**config.mk**
```make
export PLATFORM = sky130hd
export DESIGN_NAME = bidir_xcvr18
export DESIGN_NICKNAME = d
export VERILOG_FILES = /design/src/rtl/xcvr_pkg.sv /design/src/rtl/xcvr_edge.sv /design/src/rtl/xcvr_lane.sv /design/src/rtl/bidir_xcvr18.sv
export SDC_FILE = /design/constraint.sdc
export NUM_CORES = 1
export LEC_CHECK = 0
export BUFFER_PORTS_ARGS = -buffer_cell sky130_fd_sc_hd__buf_2
export CAP_MARGIN = 0
export CORE_MARGIN = 2
export CORE_UTILIZATION = 42
export DETAILED_ROUTE_END_ITERATION = 12
export HOLD_SLACK_MARGIN = 0.15
export PLACE_DENSITY_LB_ADDON = 0.2
export SYNTH_ARGS = -nofsm -noshare
export SYNTH_HDL_FRONTEND = slang
export SYNTH_SLANG_ARGS = --single-unit
```
**constraint.sdc**
```tcl
create_clock -name clk -period 1.1 [get_ports clk]
set_input_delay 0.22 -clock clk [delete_from_list [all_inputs] [get_ports clk]]
set_output_delay 0.22 -clock clk [all_outputs]
set_load 0.01 [all_outputs]
```
**src/rtl/xcvr_pkg.sv**
```systemverilog
package xcvr_pkg;
  typedef struct packed {
    logic cen_n;
    logic le;
    logic tck;
    logic oe_n;
  } dir_ctrl_t;
endpackage

```
**src/rtl/xcvr_edge.sv**
```systemverilog
module xcvr_edge (
  input  logic clk,
  input  logic rst,
  input  logic lvl,
  output logic rise,
  output logic fall
);
  logic lvl_q;

  always_ff @(posedge clk) begin
    if (rst) lvl_q <= 1'b0;
    else     lvl_q <= lvl;
  end

  assign rise = lvl & ~lvl_q;
  assign fall = ~lvl & lvl_q;
endmodule

```
**src/rtl/xcvr_lane.sv**
```systemverilog
module xcvr_lane
  import xcvr_pkg::*;
#(
  parameter int W = 18
) (
  input  logic         clk,
  input  logic         rst,
  input  dir_ctrl_t    ctl,
  input  logic [W-1:0] d,
  output logic [W-1:0] q,
  output logic         drive
);
  logic tck_rise, tck_fall_unused;
  logic le_rise_unused, le_fall;
  logic load;

  xcvr_edge u_tck_edge (
    .clk(clk), .rst(rst), .lvl(ctl.tck), .rise(tck_rise), .fall(tck_fall_unused)
  );
  xcvr_edge u_le_edge (
    .clk(clk), .rst(rst), .lvl(ctl.le), .rise(le_rise_unused), .fall(le_fall)
  );

  assign load = ~ctl.cen_n & (ctl.le | le_fall | tck_rise);

  always_ff @(posedge clk) begin
    if (rst) begin
      q     <= '0;
      drive <= 1'b0;
    end else begin
      if (load) q <= d;
      drive <= ~ctl.oe_n;
    end
  end

  p_reset_clear_r1: assert property (@(posedge clk)
    rst |=> (q == '0 && !drive));
  p_transparent_r2: assert property (@(posedge clk) disable iff (rst)
    (!ctl.cen_n && ctl.le) |=> q == $past(d));
  p_latch_hold_r3: assert property (@(posedge clk) disable iff (rst)
    (!ctl.cen_n && !ctl.le && !le_fall && !tck_rise) |=> $stable(q));
  p_clock_load_r4: assert property (@(posedge clk) disable iff (rst)
    (!ctl.cen_n && !ctl.le && tck_rise) |=> q == $past(d));
  p_inhibit_r5: assert property (@(posedge clk) disable iff (rst)
    ctl.cen_n |=> $stable(q));
  p_oe_follow_r6: assert property (@(posedge clk) disable iff (rst)
    1'b1 |=> drive == !$past(ctl.oe_n));
endmodule

```
**src/rtl/bidir_xcvr18.sv**
```systemverilog
module bidir_xcvr18
  import xcvr_pkg::*;
#(
  parameter int W = 18
) (
  input  logic         clk,
  input  logic         rst,
  input  logic         ab_cen_n,
  input  logic         ab_le,
  input  logic         ab_clk,
  input  logic         ab_oe_n,
  input  logic         ba_cen_n,
  input  logic         ba_le,
  input  logic         ba_clk,
  input  logic         ba_oe_n,
  input  logic [W-1:0] a_in,
  output logic [W-1:0] a_out,
  output logic [W-1:0] a_drive,
  input  logic [W-1:0] b_in,
  output logic [W-1:0] b_pulldown
);
  dir_ctrl_t    ab_ctl, ba_ctl;
  logic [W-1:0] ab_word, ba_word;
  logic         ab_drv, ba_drv;

  assign ab_ctl = '{cen_n: ab_cen_n, le: ab_le, tck: ab_clk, oe_n: ab_oe_n};
  assign ba_ctl = '{cen_n: ba_cen_n, le: ba_le, tck: ba_clk, oe_n: ba_oe_n};

  xcvr_lane #(.W(W)) u_ab (
    .clk(clk), .rst(rst), .ctl(ab_ctl), .d(a_in), .q(ab_word), .drive(ab_drv)
  );
  xcvr_lane #(.W(W)) u_ba (
    .clk(clk), .rst(rst), .ctl(ba_ctl), .d(b_in), .q(ba_word), .drive(ba_drv)
  );

  for (genvar i = 0; i < W; i++) begin : g_pins
    assign a_out[i]      = ba_word[i];
    assign a_drive[i]    = ba_drv;
    assign b_pulldown[i] = ab_drv & ~ab_word[i];
  end

  p_odrain_never_high_r7: assert property (@(posedge clk) disable iff (rst)
    (b_pulldown & ab_word) == '0);
  p_adrive_uniform_r6: assert property (@(posedge clk) disable iff (rst)
    (a_drive == '0) || (a_drive == '1));
endmodule

```
Yosys cells after proc, flatten, opt, wreduce, memory -nomap -nowiden
Index checks and enable logic that the tools add are counted.
- bits in registers: 42
- latch bits: 0
- bits in writable memories: 0
- ROM bits: 0
- logic and storage cells: 62
- memories kept: 0
- add/sub/neg operators: 0
- $mul: 0
- div/mod/pow operators: 0
- $lt $le $gt $ge: 0
- equality and inequality tests: 0
- shift-type cells: 0
- mux-type cells: 0
- bitwise operators: 54
- reductions and logical operators: 0
- operators with widths (kind ; number):
    1-bit NOT ; 26
    1-bit AND ; 24
    1-bit bitwise OR ; 4

Depth between registers and ports, before layout
- depth in word-level cells: 5
- gate-level depth with buffers: 5
- depth with buffers taken out: 3

By module
Synthesis repeated with hierarchy kept, for this count alone.
- cells, all modules: 215
- area total of the unflattened synthesis: 2120.8 µm²
- modules (own cells, without submodules) (module ; times used ; cells an instance ; area each (µm²)):
    xcvr_lane ; 2 ; 81 ; 847.1
    bidir_xcvr18 ; 1 ; 37 ; 271.5
    xcvr_edge ; 4 ; 4 ; 38.8

Least setup slack after synthesis
Ideal clock, no wire load.
- path type: reg-to-reg
- start point: register u_ab.u_tck_edge.lvl_q
- end point: register u_ab.q[10]
- data arrival time: 0.992 ns
- required time: 1.028 ns
- slack: 0.036 ns
- cell stages (with the launch flop): 6
- buffers on the path: 2
- cells stage by stage: dfxtp_1 nand2b_4 a21oi_2 buf_6 buf_12 mux2i_1
- longest elaborated chain between the ends: 4
- ends and longest elaborated chain (what ; RTL line ; RTL):
    start: declaration ; xcvr_edge.sv:8 ; logic lvl_q;
    start signal: assignment ; xcvr_edge.sv:12 ; else lvl_q <= lvl;
    1-bit NOT ; xcvr_edge.sv:15 ; assign rise = lvl & ~lvl_q;
    1-bit AND ; xcvr_edge.sv:15 ;
    1-bit bitwise OR ; xcvr_lane.sv:24 ; assign load = ~ctl.cen_n & (ctl.le | le_fall | tck_rise);
    1-bit AND ; xcvr_lane.sv:24 ;
    end signal: assignment ; xcvr_lane.sv:28 ; q <= '0;
    end signal: assignment ; xcvr_lane.sv:31 ; if (load) q <= d;
    end: declaration ; xcvr_lane.sv:10 ; output logic [W-1:0] q,
Every way passes these cells.
A chain may end at the register's enable or synchronous reset.

Worst setup path in the final report
- start point: register u_ab.drive
- end point: output port b_pulldown[5]
- longest elaborated chain between the ends: 1
- ends and longest elaborated chain (what ; RTL line ; RTL):
    start: declaration ; xcvr_lane.sv:11 ; output logic drive
    start signal: assignment ; xcvr_lane.sv:32 ; drive <= ~ctl.oe_n;
    1-bit AND ; bidir_xcvr18.sv:39 ; assign b_pulldown[i] = ab_drv & ~ab_word[i];
    end: declaration ; bidir_xcvr18.sv:20 ; output logic [W-1:0] b_pulldown
Every way passes these cells.

==> run_results.csv <==
group,metric,value,unit
cts,cts_max_path_buffers,2,
synth,yosys_register_bits,42,
die,die_w,74.5,um
die,boundaryPins,100,
pwr,sequentialPowerShare,48.8,%
routing,vias_per_cell,4.23,
setup_path,start_kind,"register",
timing,max_freq,792,MHz
synth,synthesis.area,0.00209,mm^2
setup_path,criticalPathCategory,"register to primary output",
global_route,grt_overflow,0,
timing,setup_viol,38,
routing,routed-via-count,1568,
min_path,hp-class,"primary input to register",
cts,clk_latency,280,ps
status,violations,"negative setup slack",
cts,htreeDepth,2,
cells_and_area,fin_util,62.9,%
synth,syn-num-nets,257,
global_route,grt_pass1_vias,1399,
synth,synth_cell_types,13,
die,core_area,0.00475,mm^2
cts,root_buffer,"clkbuf_8",
setup_path,worstSetupEndpointType,"primary output",
cts,cts_tree,"yes",
pwr,internal_power,0.00259,W
timing,fin_crit_sh,115,%
synth,yosys.area_share.simple,30.4,%
pwr,p_comb_share,22.5,%
synth,synth.top_cell.area_share,40.2,%
cells_and_area,final_nets,349,
timing,finalClockSkew,5.08,ps
synth,synthMuxAreaShare,17.2,%
pwr,p_total,0.00345,W
pwr,vdd_ir_drop_max,0.635,mV
status,status,"finished with violations",
placement,place_hpwl,2700,um
routing,drt_first_pass_iters,4,
cells_and_area,layout-drive-gt1-share,45.7,%
pwr,pwr-share-clk,28.7,%
run,cap_violations,0,
cts,clkTransAtPathRegs,80,ps
cells_and_area,mostFrequentLayoutCells,"buf_2, nand2b_1, dfxtp_1",
timing,worst_slew_pin_slew,229,ps
pwr,power_leakage,1.43,nW
routing,wl_per_cell,11.6,um
cells_and_area,n_antenna_cell,0,
placement,port_buffers,99,
timing,fin_tns_setup,-2730,ps
synth,synth-seq-area-share,40.2,%
synth,ys_warn_count,0,
cts,cts.sinks,42,
die,core.rowCount,25,
global_route,grt_pass1_wl,6490,um
pwr,p_switching,0.000860,W
setup_path,path_max_fanout,11,
routing,drt_iter0_markers,35,
synth,synth_xor_area_share,0,%
routing,drc,0,
synth,syn-instance-count,211,
cells_and_area,syn2layout_area_growth,43.1,%
global_route,antenna_found_initial,0,
synth,synth_area_leaders,"dfxtp_1, nand2b_1, mux2i_1",
timing,rsz0062_at_grt,"true",
placement,place_inst,352,
synth,synth_compound_area_share,0.838,%
cts,cts-buffers-inserted,5,
timing,drv_slew,0,
timing,hold_viol,0,
cells_and_area,layout.cells.non_filler,371,
timing,worst_slack,-163,ps
pwr,swShare,25.0,%
pwr,power.density,1150,mW/mm^2
routing,ant_nets,0,
die,die_h,74.5,um
cells_and_area,final_common_cell,"buf_2",
timing,finalCriticalPeriod,1260,ps
die,dieArea,0.00556,mm^2
synth,syn_area_per_cell,9.90,um^2
synth,yosysTopAreaCell,"dfxtp_1",
die,initial_core_util,43.9,%
global_route,track_usage,15.2,%
synth,synth_top_family_by_area,"simple AND/OR/NAND/NOR gates",
routing,drt_wl_total,4300,um
global_route,grt_start_max_net_pins,78,
placement,gp_congestion,0.667,
setup_path,cp_data_required_time,880,ps
timing,max_slew_margin,84.8,%
synth,yosys.area_share.adder,0,%
setup_path,cp.arrival,1040,ps
repair_timing:
action | 4_1_cts | 5_1_grt
hold endpoints to repair | 2 | 0
pin swaps | 1 | 1
gates resized for setup | 16 | 26
setup buffers | 0 | 4
hold buffers | 2 | 0
gates cloned | 1 | 4
endpoints found under the setup margin | 39 | 61
area by class of cell:
cell class	count	area, um^2
Clock buffer	7	86.3
Sequential cell	42	846
Fill cell	420	1760
Clock inverter	1	5.00
Multi-Input combinational cell	138	1090
Tap cell	67	83.8
Timing Repair Buffer	116	876
worst max-delay path, cell delays in order (launching register included):
cell,delay (ps)
dfxtp_2,350
buf_6,130
nor2b_1,140
buf_2,140
cell families (layout without fill, tap and decap cells):
kind of cell | Yosys count | in the layout
AO/OA/AOI/OAI | 2 | 2
flip-flops | 42 | 42
AND/OR/NAND/NOR | 100 | 100
buffers and inverters | 31 | 124
multiplexers | 36 | 36
stage by stage:
stage	area, um^2	worst slack [ps]	hold WS (ps)
3_5_place_dp	2520	12.3	380
3_3_place_gp	2520	51.3	379
6_report	2990	-163	162
2_1_floorplan	2090	36.2	292
4_1_cts	2730	-156	153
5_1_grt	2990	-236	164
cells in the mapped netlist, drive strengths merged:
master,number
clkbuf,6
nor2b,22
mux2i,36
dfxtp,42
nand2b,74
buf,25
a21oi,2
nor2,4
power groups by stage:
stage	Clock, W	Combinational, W	Sequential [W]
after detailed placement	0	0.000607	0.00171
after global placement	0	0.000603	0.00170
final	0.000989	0.000777	0.00168
after CTS	0.00104	0.000660	0.00168
after global routing	0.00112	0.000845	0.00169
after floorplan	0	0.000395	0.00172
flip-flops by register name, summed over array words and instances (netlist names):
signal and flops:
u_ab.drive 1, u_ab.q 18, u_ab.u_le_edge.lvl_q 1, u_ab.u_tck_edge.lvl_q 1, u_ba.drive 1, u_ba.q 18, u_ba.u_le_edge.lvl_q 1, u_ba.u_tck_edge.lvl_q 1
per-layer routing:
layer,global-route usage [%],part of all wire (%),vias to the layer above
met5,0,0,-
li1,-,-,830
met4,4.76,0.84,0
met2,26.2,50,53
met3,5.15,6.6,4
met1,17.8,43,681
path summary, 6_finish.rpt:
| path | endpoint | depth (start not counted) | start | slack, ps |
|---|---|---|---|---|
| min | u_ba.u_le_edge.lvl_q$_SDFF_PP0_ | 2 | ba_le | 160 |
| max | b_pulldown[5] | 3 | u_ab.drive$_SDFF_PP0_ | -160 |
| max reg2reg | u_ab.q[8]$_SDFFE_PP0P_ | 5 | u_ab.u_tck_edge.lvl_q$_SDFF_PP0_ | 0 |
| min reg2reg | u_ba.q[6]$_SDFFE_PP0P_ | 2 | u_ba.q[6]$_SDFFE_PP0P_ | 470 |
Power figures use the tool's default switching activity.
